[src/rtl/sl_mbox_pkg.sv]
package sl_mbox_pkg;
    // opcodes carried in control word bits 7:0
    localparam logic [7:0] OP_SEND  = 8'h01;
    localparam logic [7:0] OP_BREAK = 8'h02;

    // status byte codes
    localparam logic [7:0] ST_STOPPED = 8'h00;
    localparam logic [7:0] ST_BUSY    = 8'h01;
    localparam logic [7:0] ST_DONE    = 8'h02;
    localparam logic [7:0] ST_BAD_CMD = 8'h80;
    localparam logic [7:0] ST_TIMEOUT = 8'h83;

    // word addresses
    localparam logic [2:0] A_CTRL  = 3'd0;
    localparam logic [2:0] A_STAT  = 3'd1;
    localparam logic [2:0] A_HI    = 3'd2;
    localparam logic [2:0] A_LO    = 3'd3;
    localparam logic [2:0] A_RESP  = 3'd4;
    localparam logic [2:0] A_LIMIT = 3'd5;

    typedef enum logic [1:0] {PH_IDLE, PH_SEND, PH_WAIT, PH_RECV} phy_state_e;
endpackage

[src/rtl/sl_mbox_regs.sv]
module sl_mbox_regs
    import sl_mbox_pkg::*;
#(
    parameter int WORD_W   = 32,
    parameter int RSP_W    = 32,
    parameter int TAG_W    = 2,
    parameter int CRC_W    = 4,
    parameter int TMO_W    = 16,
    parameter int TMO_INIT = 1000
) (
    input  logic                clk,
    input  logic                rst_n,
    input  logic                wr_en,
    input  logic [2:0]          wr_addr,
    input  logic [WORD_W-1:0]   wr_data,
    input  logic [2:0]          rd_addr,
    output logic [WORD_W-1:0]   rd_data,
    input  logic                doorbell,
    input  logic                done,
    input  logic [7:0]          done_code,
    input  logic                done_cap,
    input  logic [TAG_W-1:0]    cap_tag,
    input  logic [RSP_W-1:0]    cap_data,
    input  logic [CRC_W-1:0]    cap_crc,
    output logic                start,
    output logic                start_brk,
    output logic [7:0]          clen,
    output logic [7:0]          rlen,
    output logic [2*WORD_W-1:0] cmd_bits,
    output logic [TMO_W-1:0]    tmo_limit
);
    localparam int CMD_W = 2 * WORD_W;

    typedef struct packed {
        logic [WORD_W-1:0] ctrl;
        logic [WORD_W-1:0] hi;
        logic [WORD_W-1:0] lo;
        logic [RSP_W-1:0]  resp;
        logic [7:0]        tag;
        logic [7:0]        crc;
        logic [7:0]        status;
        logic [TMO_W-1:0]  limit;
        logic              ready;
    } regs_t;

    regs_t q, d;
    logic [7:0] opc;
    logic       len_ok;
    logic       accept;

    always_comb begin
        opc    = q.ctrl[7:0];
        clen   = q.ctrl[15:8];
        rlen   = q.ctrl[23:16];
        len_ok = (clen != 8'd0) && (clen <= 8'(CMD_W)) && (rlen <= 8'(RSP_W));
        accept = doorbell && q.ready && (q.status != ST_BUSY);
        start  = accept && (((opc == OP_SEND) && len_ok) || (opc == OP_BREAK));
        start_brk = (opc == OP_BREAK);
        cmd_bits  = {q.hi, q.lo};
        tmo_limit = q.limit;

        d = q;
        if (!q.ready) begin
            d.ready = 1'b1;
            d.ctrl  = '0;
        end
        if (wr_en) begin
            case (wr_addr)
                A_CTRL:  d.ctrl = wr_data;
                A_HI:    d.hi = wr_data;
                A_LO:    d.lo = wr_data;
                A_LIMIT: d.limit = TMO_W'(wr_data);
                A_STAT:  if (q.status != ST_BUSY) d.status = ST_STOPPED;
                default: ;
            endcase
        end
        if (start)
            d.status = ST_BUSY;
        else if (accept)
            d.status = ST_BAD_CMD;
        if (done) begin
            d.status = done_code;
            if (done_cap) begin
                d.tag  = 8'(cap_tag);
                d.crc  = 8'(cap_crc);
                d.resp = cap_data;
            end
        end

        case (rd_addr)
            A_CTRL:  rd_data = q.ctrl;
            A_STAT:  rd_data = WORD_W'({q.crc, q.tag, q.status});
            A_HI:    rd_data = q.hi;
            A_LO:    rd_data = q.lo;
            A_RESP:  rd_data = WORD_W'(q.resp);
            A_LIMIT: rd_data = WORD_W'(q.limit);
            default: rd_data = '0;
        endcase
    end

    always_ff @(posedge clk or negedge rst_n) begin
        if (!rst_n) begin
            q       <= '0;
            q.ctrl  <= '1;
            q.limit <= TMO_W'(TMO_INIT);
        end else begin
            q <= d;
        end
    end

    AST_ACCEPT_BUSY: assert property (@(posedge clk) disable iff (!rst_n)
        start |=> (q.status == ST_BUSY));
    AST_BUSY_IGNORE: assert property (@(posedge clk) disable iff (!rst_n)
        (q.status == ST_BUSY && doorbell && !done) |=> (q.status == ST_BUSY));
endmodule

[src/rtl/sl_mbox_phy.sv]
module sl_mbox_phy
    import sl_mbox_pkg::*;
#(
    parameter int CMD_W   = 64,
    parameter int RSP_W   = 32,
    parameter int TAG_W   = 2,
    parameter int CRC_W   = 4,
    parameter int TMO_W   = 16,
    parameter int BRK_LEN = 16
) (
    input  logic             clk,
    input  logic             rst_n,
    input  logic             start,
    input  logic             start_brk,
    input  logic [7:0]       clen,
    input  logic [7:0]       rlen,
    input  logic [CMD_W-1:0] cmd_bits,
    input  logic [TMO_W-1:0] tmo_limit,
    input  logic             link_din,
    output logic             link_clk,
    output logic             link_dout,
    output logic             done,
    output logic [7:0]       done_code,
    output logic             done_cap,
    output logic [TAG_W-1:0] cap_tag,
    output logic [RSP_W-1:0] cap_data,
    output logic [CRC_W-1:0] cap_crc
);
    localparam int FRAME_W = TAG_W + RSP_W + CRC_W;
    localparam int MAX_A   = (CMD_W > FRAME_W) ? CMD_W : FRAME_W;
    localparam int MAX_N   = (MAX_A > BRK_LEN) ? MAX_A : BRK_LEN;
    localparam int CNT_W   = $clog2(MAX_N + 1);

    typedef struct packed {
        phy_state_e        st;
        logic              ph;
        logic [CNT_W-1:0]  cnt;
        logic [CMD_W-1:0]  tx;
        logic [FRAME_W-1:0] rx;
        logic [7:0]        rlen;
        logic [TMO_W-1:0]  tmo;
        logic              brk;
        logic              sclk;
        logic              sdo;
        logic              done;
        logic [7:0]        code;
        logic              cap;
        logic [TAG_W-1:0]  tag;
        logic [RSP_W-1:0]  data;
        logic [CRC_W-1:0]  crc;
    } phy_t;

    phy_t q, d;
    logic [FRAME_W-1:0] rx_next;
    logic [TMO_W:0]     tmo_inc;

    always_comb begin
        rx_next = {q.rx[FRAME_W-2:0], link_din};
        tmo_inc = {1'b0, q.tmo} + 1'b1;
        d = q;
        d.done = 1'b0;
        d.cap  = 1'b0;
        case (q.st)
            PH_IDLE: if (start) begin
                d.st   = PH_SEND;
                d.ph   = 1'b0;
                d.brk  = start_brk;
                d.rlen = rlen;
                d.cnt  = start_brk ? CNT_W'(BRK_LEN) : CNT_W'(clen);
                d.tx   = start_brk ? '1 : cmd_bits;
                d.sclk = 1'b0;
                d.sdo  = start_brk | cmd_bits[CMD_W-1];
            end
            PH_SEND: if (!q.ph) begin
                d.ph   = 1'b1;
                d.sclk = 1'b1;
            end else begin
                d.tx  = q.tx << 1;
                d.cnt = q.cnt - 1'b1;
                d.ph  = 1'b0;
                if (q.cnt == CNT_W'(1)) begin
                    d.sdo = 1'b0;
                    if (q.brk) begin
                        d.st   = PH_IDLE;
                        d.sclk = 1'b1;
                        d.done = 1'b1;
                        d.code = ST_DONE;
                    end else begin
                        d.st   = PH_WAIT;
                        d.sclk = 1'b0;
                        d.tmo  = '0;
                    end
                end else begin
                    d.sclk = 1'b0;
                    d.sdo  = q.tx[CMD_W-2];
                end
            end
            PH_WAIT: if (!q.ph) begin
                d.ph   = 1'b1;
                d.sclk = 1'b1;
            end else begin
                d.ph = 1'b0;
                if (link_din) begin
                    d.st   = PH_RECV;
                    d.cnt  = CNT_W'(q.rlen) + CNT_W'(TAG_W + CRC_W);
                    d.rx   = '0;
                    d.sclk = 1'b0;
                end else if (tmo_inc >= {1'b0, tmo_limit}) begin
                    d.st   = PH_IDLE;
                    d.done = 1'b1;
                    d.code = ST_TIMEOUT;
                end else begin
                    d.tmo  = tmo_inc[TMO_W-1:0];
                    d.sclk = 1'b0;
                end
            end
            PH_RECV: if (!q.ph) begin
                d.ph   = 1'b1;
                d.sclk = 1'b1;
            end else begin
                d.rx  = rx_next;
                d.cnt = q.cnt - 1'b1;
                d.ph  = 1'b0;
                if (q.cnt == CNT_W'(1)) begin
                    d.st   = PH_IDLE;
                    d.done = 1'b1;
                    d.cap  = 1'b1;
                    d.code = ST_DONE;
                    d.crc  = rx_next[CRC_W-1:0];
                    d.data = RSP_W'(rx_next >> CRC_W) & ~({RSP_W{1'b1}} << q.rlen);
                    d.tag  = TAG_W'(rx_next >> (CRC_W + int'(q.rlen)));
                end else begin
                    d.sclk = 1'b0;
                end
            end
            default: d.st = PH_IDLE;
        endcase
    end

    always_ff @(posedge clk or negedge rst_n) begin
        if (!rst_n) begin
            q      <= '0;
            q.sclk <= 1'b1;
        end else begin
            q <= d;
        end
    end

    assign link_clk  = q.sclk;
    assign link_dout = q.sdo;
    assign done      = q.done;
    assign done_code = q.code;
    assign done_cap  = q.cap;
    assign cap_tag   = q.tag;
    assign cap_data  = q.data;
    assign cap_crc   = q.crc;

    AST_DATA_HELD: assert property (@(posedge clk) disable iff (!rst_n)
        (q.st == PH_SEND && q.sclk && !$past(q.sclk)) |-> (q.sdo == $past(q.sdo)));
    AST_TMO_RANGE: assert property (@(posedge clk) disable iff (!rst_n)
        (q.st == PH_WAIT) |-> ((q.tmo < tmo_limit) || (q.tmo == '0)));
    AST_START_IDLE: assert property (@(posedge clk) disable iff (!rst_n)
        start |-> (q.st == PH_IDLE));
    AST_REST_PINS: assert property (@(posedge clk) disable iff (!rst_n)
        done |-> (link_clk && !link_dout));
endmodule

[src/rtl/serial_link_mailbox.sv]
module serial_link_mailbox #(
    parameter int WORD_W   = 32,
    parameter int RSP_W    = 32,
    parameter int TAG_W    = 2,
    parameter int CRC_W    = 4,
    parameter int TMO_W    = 16,
    parameter int TMO_INIT = 1000,
    parameter int BRK_LEN  = 16
) (
    input  logic              clk,
    input  logic              rst_n,
    input  logic              wr_en,
    input  logic [2:0]        wr_addr,
    input  logic [WORD_W-1:0] wr_data,
    input  logic [2:0]        rd_addr,
    output logic [WORD_W-1:0] rd_data,
    input  logic              doorbell,
    input  logic              link_din,
    output logic              link_clk,
    output logic              link_dout
);
    localparam int CMD_W = 2 * WORD_W;

    logic             start, start_brk, done, done_cap;
    logic [7:0]       clen, rlen, done_code;
    logic [CMD_W-1:0] cmd_bits;
    logic [TMO_W-1:0] tmo_limit;
    logic [TAG_W-1:0] cap_tag;
    logic [RSP_W-1:0] cap_data;
    logic [CRC_W-1:0] cap_crc;

    sl_mbox_regs #(
        .WORD_W(WORD_W), .RSP_W(RSP_W), .TAG_W(TAG_W), .CRC_W(CRC_W),
        .TMO_W(TMO_W), .TMO_INIT(TMO_INIT)
    ) u_regs (
        .clk(clk), .rst_n(rst_n), .wr_en(wr_en), .wr_addr(wr_addr),
        .wr_data(wr_data), .rd_addr(rd_addr), .rd_data(rd_data),
        .doorbell(doorbell), .done(done), .done_code(done_code),
        .done_cap(done_cap), .cap_tag(cap_tag), .cap_data(cap_data),
        .cap_crc(cap_crc), .start(start), .start_brk(start_brk),
        .clen(clen), .rlen(rlen), .cmd_bits(cmd_bits), .tmo_limit(tmo_limit)
    );

    sl_mbox_phy #(
        .CMD_W(CMD_W), .RSP_W(RSP_W), .TAG_W(TAG_W), .CRC_W(CRC_W),
        .TMO_W(TMO_W), .BRK_LEN(BRK_LEN)
    ) u_phy (
        .clk(clk), .rst_n(rst_n), .start(start), .start_brk(start_brk),
        .clen(clen), .rlen(rlen), .cmd_bits(cmd_bits), .tmo_limit(tmo_limit),
        .link_din(link_din), .link_clk(link_clk), .link_dout(link_dout),
        .done(done), .done_code(done_code), .done_cap(done_cap),
        .cap_tag(cap_tag), .cap_data(cap_data), .cap_crc(cap_crc)
    );
endmodule

[config.mk]
export PLATFORM = sky130hd
export DESIGN_NAME = serial_link_mailbox
export DESIGN_NICKNAME = d
export VERILOG_FILES = /design/src/rtl/sl_mbox_pkg.sv /design/src/rtl/sl_mbox_regs.sv /design/src/rtl/sl_mbox_phy.sv /design/src/rtl/serial_link_mailbox.sv
export SDC_FILE = /design/constraint.sdc
export NUM_CORES = 1
export LEC_CHECK = 0
export ABC_AREA = 1
export CAP_MARGIN = 20
export CORE_ASPECT_RATIO = 0.7
export CORE_MARGIN = 1
export CORE_UTILIZATION = 56
export DETAILED_ROUTE_END_ITERATION = 10
export HOLD_SLACK_MARGIN = 0.12
export PLACE_DENSITY = 0.72
export SLEW_MARGIN = 30
export SYNTH_ARGS = -nofsm -noshare
export SYNTH_HDL_FRONTEND = slang
export SYNTH_HIERARCHICAL = 1
export SYNTH_SLANG_ARGS = --single-unit
[constraint.sdc]
create_clock -name clk -period 3.3 [get_ports clk]
set_clock_uncertainty 0.15 [all_clocks]
set_input_delay 0.33 -clock clk [delete_from_list [all_inputs] [get_ports clk]]
set_output_delay 0.33 -clock clk [all_outputs]
set_load 0.005 [all_outputs]
# ---- Word level (Yosys, flattened, before mapping)
# Index checks and enable logic that the tools add are counted.
dict set report op_classes {
  reduce_logical 32
  muxes 63
  addsub 4
  n_shift 2
  n_bitwise 3
  n_lt_le_gt_ge 3
  n_eq_ne 31
}
# operator count
set op_table {}
lappend op_table {{one-hot mux 32 bit (6 select lines)} 1}
lappend op_table {{two-way mux 32 bit} 4}
lappend op_table {{one-hot mux 63 bit (2 select lines)} 1}
lappend op_table {{two-way mux 16 bit} 7}
lappend op_table {{two-way mux 37 bit} 3}
lappend op_table {{two-way mux 48 bit} 2}
lappend op_table {{two-way mux 96 bit} 1}
lappend op_table {{two-way mux 74 bit} 1}
lappend op_table {{one-hot mux 37 bit (2 select lines)} 1}
lappend op_table {{two-way mux 71 bit} 1}
lappend op_table {{two-way mux 64 bit} 1}
lappend op_table {{two-way mux 9 bit} 5}
lappend op_table {{two-way mux 8 bit} 5}
lappend op_table {{one-hot mux 10 bit (4 select lines)} 1}
lappend op_table {{two-way mux 39 bit} 1}
lappend op_table {{right shift 38 x 9 -> 2 bit} 1}
lappend op_table {{bitwise AND 32 bit} 1}
lappend op_table {{NOT 32 bit} 1}
lappend op_table {{one-hot mux 16 bit (2 select lines)} 1}
lappend op_table {{<< shifter 32 x 8 -> 32 bit, first input constant} 1}
lappend op_table {{two-way mux 7 bit} 4}
lappend op_table {{one-hot mux 9 bit (3 select lines)} 1}
lappend op_table {{two-way mux 24 bit} 1}
lappend op_table {{two-way mux 2 bit} 10}
lappend op_table {{40 further kinds} 82}
dict set report totals {
  ff_bits 344
  output_inout_bits 34
  word_cells 163
  in_bits 43
}

# ---- Longest topological paths before layout
dict set report depth {
  ltp_word 8
  ltp_mapped 21
  mapped_depth_nobuf 20
}

# ---- Modules after synthesis
# Netlist, hierarchy kept.
# mod cells_per_inst n_inst area_per_inst_um2
set modules_own_cells {}
lappend modules_own_cells {sl_mbox_phy 1340 1 10286.1}
lappend modules_own_cells {sl_mbox_regs 888 1 8054.0}

# ---- Least setup slack after synthesis
# Ideal clock, no wire load.
dict set report synth_timing {
  path_type {reg-to-reg}
  from {register u_phy/q[51] (netlist name)}
  to {register u_phy/q[65] (netlist name)}
  synth_period_minus_slack_ps 2718
  arrival_time_ps 2451
  required_time_ps 3033
  slack_ps 582
  setup_ps 117
  stages_incl_launch_ff 20
  path_cell_list {dfrtp_1 ha_1 nand2_1 nor2_2 nand3_1 inv_1 nand2_1 o21ai_0 inv_1 ha_1 nand2_1 nor2_1 nand2_1 o21ai_0 nand2_1 nand4_2 nand2_4 buf_4 nand3_1 nand2_1}
}
dict set report synth_via {
  elab_chain_len 5
  elab_cells_between_ends 8
  cone_classes {add/sub: 1; order compare: 1; eq/ne: 1; mux: 4; reduce/logical: 1}
}
# item line
set synth_rtl {}
lappend synth_rtl {{from (decl)} sl_mbox_phy.sv:53} ;# phy_t q, d;
lappend synth_rtl {{adder 16 x 1 -> 17 bit (*)} sl_mbox_phy.sv:59} ;# tmo_inc = {1'b0, q.tmo} + 1'b1;
lappend synth_rtl {{branches (longest 4 deep; another with greater-or-equal comparator 17 x 16 -> 1 bit)} -}
# Every way passes the cells marked *. The select of a mux whose other input is x is not followed.
# A chain may end at the register's enable or synchronous reset.

# ---- Worst setup path after layout
dict set report layout_timing {
  from {input rd_addr[0]}
  to {output rd_data[10]}
}
dict set report layout_via {
  elab_chain_len 2
  elab_cells_between_ends 7
  cone_classes {eq/ne: 5; mux: 1; reduce/logical: 1}
}
# item line
set layout_rtl {}
lappend layout_rtl {{from (decl)} serial_link_mailbox.sv:15} ;# input logic [2:0] rd_addr,
lappend layout_rtl {{== test 3 bit (tied with other cells)} sl_mbox_regs.sv:90} ;# case (rd_addr)
lappend layout_rtl {{one-hot mux 32 bit (6 select lines) (*)} sl_mbox_regs.sv:90}
lappend layout_rtl {{to (decl)} serial_link_mailbox.sv:16} ;# output logic [WORD_W-1:0] rd_data,
# Mark *: on every way between the ends. The rest lies on a longest branch, timed or not.

==> impl_metrics.env <==
export IMPL_pwr_share_seq_pct=41.5
export IMPL_totalWireLength_um=49400
export IMPL_place_hpwl_um=34500
export IMPL_grt_pass1_vias=14100
export IMPL_maxSlewViolCount=0
export IMPL_firstDrtPassIters=8
export IMPL_pwr_share_comb_pct=30.3
export IMPL_vias=15100
export IMPL_ir_worst_vdd_v=0.000404
export IMPL_clk_pin_slew_ns=0.06
export IMPL_clockBufferDepth=3
export IMPL_internal_power_w=0.00898
export IMPL_final_common_cell="nand2_1"
export IMPL_antenna_cells=0
export IMPL_drive_gt1_share_pct=11.5
export IMPL_place_congestion=0.935
export IMPL_routed_via_density=5.86
export IMPL_syn_avg_cell_area_um2=8.23
export IMPL_finalSetupViolCount=0
export IMPL_clock_sinks=338
export IMPL_syn_inst=2227
export IMPL_wl_per_cell_um=19.2
export IMPL_maxCapViolations=0
export IMPL_coreArea_mm2=0.0323
export IMPL_yosys_warnings=6
export IMPL_syn2layout_area_growth_pct=6.74
export IMPL_pin_count=77
export IMPL_antenna_found_initial=0
export IMPL_die_h_um=153
export IMPL_rows=55
export IMPL_period_share_pct=93.7
export IMPL_relSlewSlack_pct=40.5
export IMPL_worst_slew_pin_slew_ns=0.890
export IMPL_critPathKind="input port to output port"
export IMPL_grt_ovfl_total=0
export IMPL_setup_worst_path_start="rd_addr[0]"
export IMPL_drcViolationCount=0
export IMPL_grt_max_degree=128
export IMPL_critPathArrivalTime_ns=2.61
export IMPL_cts_htree_levels=2
export IMPL_ant_nets=0
export IMPL_pwr_share_clk_pct=28.2
export IMPL_die_w_um=218
export IMPL_fmax_ghz=0.323
export IMPL_status="finished, final reports clean"
export IMPL_post_cts_buffers=0
export IMPL_crit_fanout=16
export IMPL_startpoint_type="input port"
export IMPL_switching_share_pct=37.9
export IMPL_hold_violations=0
export IMPL_die_area_mm2=0.0335
export IMPL_p_per_area_mw_per_mm2=739
export IMPL_r2r_start="u_phy/q[51]"
export IMPL_final_cell_mix="475 x nand2_1, 299 x dfrtp_1, 288 x o21ai_0"
export IMPL_end_kind="output port"
export IMPL_clock_latency_ns=0.54
export IMPL_final_nets=2185
export IMPL_start_util_pct=56.8
export IMPL_min_path_type="input port to asynchronous set/reset pin"
export IMPL_rsz0062_at_grt="false"
export IMPL_min_period_ns=3.09
export IMPL_grt_pass1_wl_um=78700
export IMPL_p_leak_nw=8.84
export IMPL_numCtsBuffers=35
export IMPL_port_buffers=76
export IMPL_setup_tns_ns=0
export IMPL_grt_use_total_pct=30.0
export IMPL_cts_root_buf="clkbuf_16"
export IMPL_syn_cell_area_mm2=0.0183
export IMPL_drt_iter0_markers=1609
export IMPL_p_switching_w=0.00548
export IMPL_hold_worst_slack_ns=0.190
export IMPL_crit_required_ns=2.82
export IMPL_cts_tree="built"
[metrics by stage]
stage	instance area (um^2)	utilization, %	power [W]	std cells	setup slack (ns)
after floorplan	18300	-	0.00919	2231	0.582
after global placement	18400	56.9	0.0102	2511	0.272
after detailed placement	18400	56.9	0.0103	2511	0.157
after CTS	19500	60.5	0.0144	2575	0.133
after global routing	19600	60.6	0.0154	2575	0.0173
final	19600	60.6	0.0145	2575	0.207
[repair_timing]
action	CTS	global route
hold buffers	1	0
setup endpoints to repair	0	20
resized for setup	0	7
endpoints found under the hold margin	68	0
[sequential cells by signal, indices dropped and copies added (netlist names), 2 cells and up]
name and count:
u_phy/q 135, u_regs/cmd_bits 64, u_regs/q 55, u_phy/cap_data 32
u_regs/tmo_limit 16, u_regs/clen 8, u_regs/opc 8, u_regs/rlen 8
u_phy/cap_crc 4, u_phy/cap_tag 2, u_phy/done_code 2
[final timing paths]
check / endpoint / slack, ns / cells past startpoint
min: u_phy/q[118] / 0.19 / 2
min in group clk: u_regs/q[165] / 0.21 / 3
max in group asynchronous: u_regs/tmo_limit[3] / 1.88 / 3
min reg2reg: u_phy/link_clk / 0.33 / 2
max reg2reg: u_phy/q[65] / 0.29 / 20
max: rd_data[10] / 0.21 / 9
[power groups by stage]
stage	registers, W	logic, W	clock network [W]
finish	0.00600	0.00438	0.00408
detailed placement	0.00603	0.00427	0
global placement	0.00601	0.00417	0
CTS	0.00598	0.00430	0.00415
global route	0.00611	0.00494	0.00433
floorplan	0.00566	0.00353	0
[layer usage]
metal  share of wire, %  vias to the layer above  track usage, %
li1                   -                     7005               -
met1                 44                     7343            44.0
met2                 44                      668            44.7
met3                9.0                       67            6.81
met4                2.0                        0            7.53
met5                  0                        -               0
[worst max-delay path: stages]
cell and delay, ns:
clkdlybuf4s50_1 0.58, nor2_1 0.25, nand2_2 0.12, inv_2 0.31
nand2_1 0.19, o21ai_0 0.12, inv_1 0.07, nand4_1 0.08
clkdlybuf4s50_1 0.55
[cell type report]
type | count | area, um^2
clock buffers | 48 | 1010
clock inverters | 15 | 161
fillers | 2889 | 12700
inverters | 232 | 872
multi-input cells | 1405 | 7350
flip-flops and latches | 338 | 8510
well taps | 427 | 534
repair buffers | 110 | 1120
No activity file was read; power rests on OpenSTA's default activity.
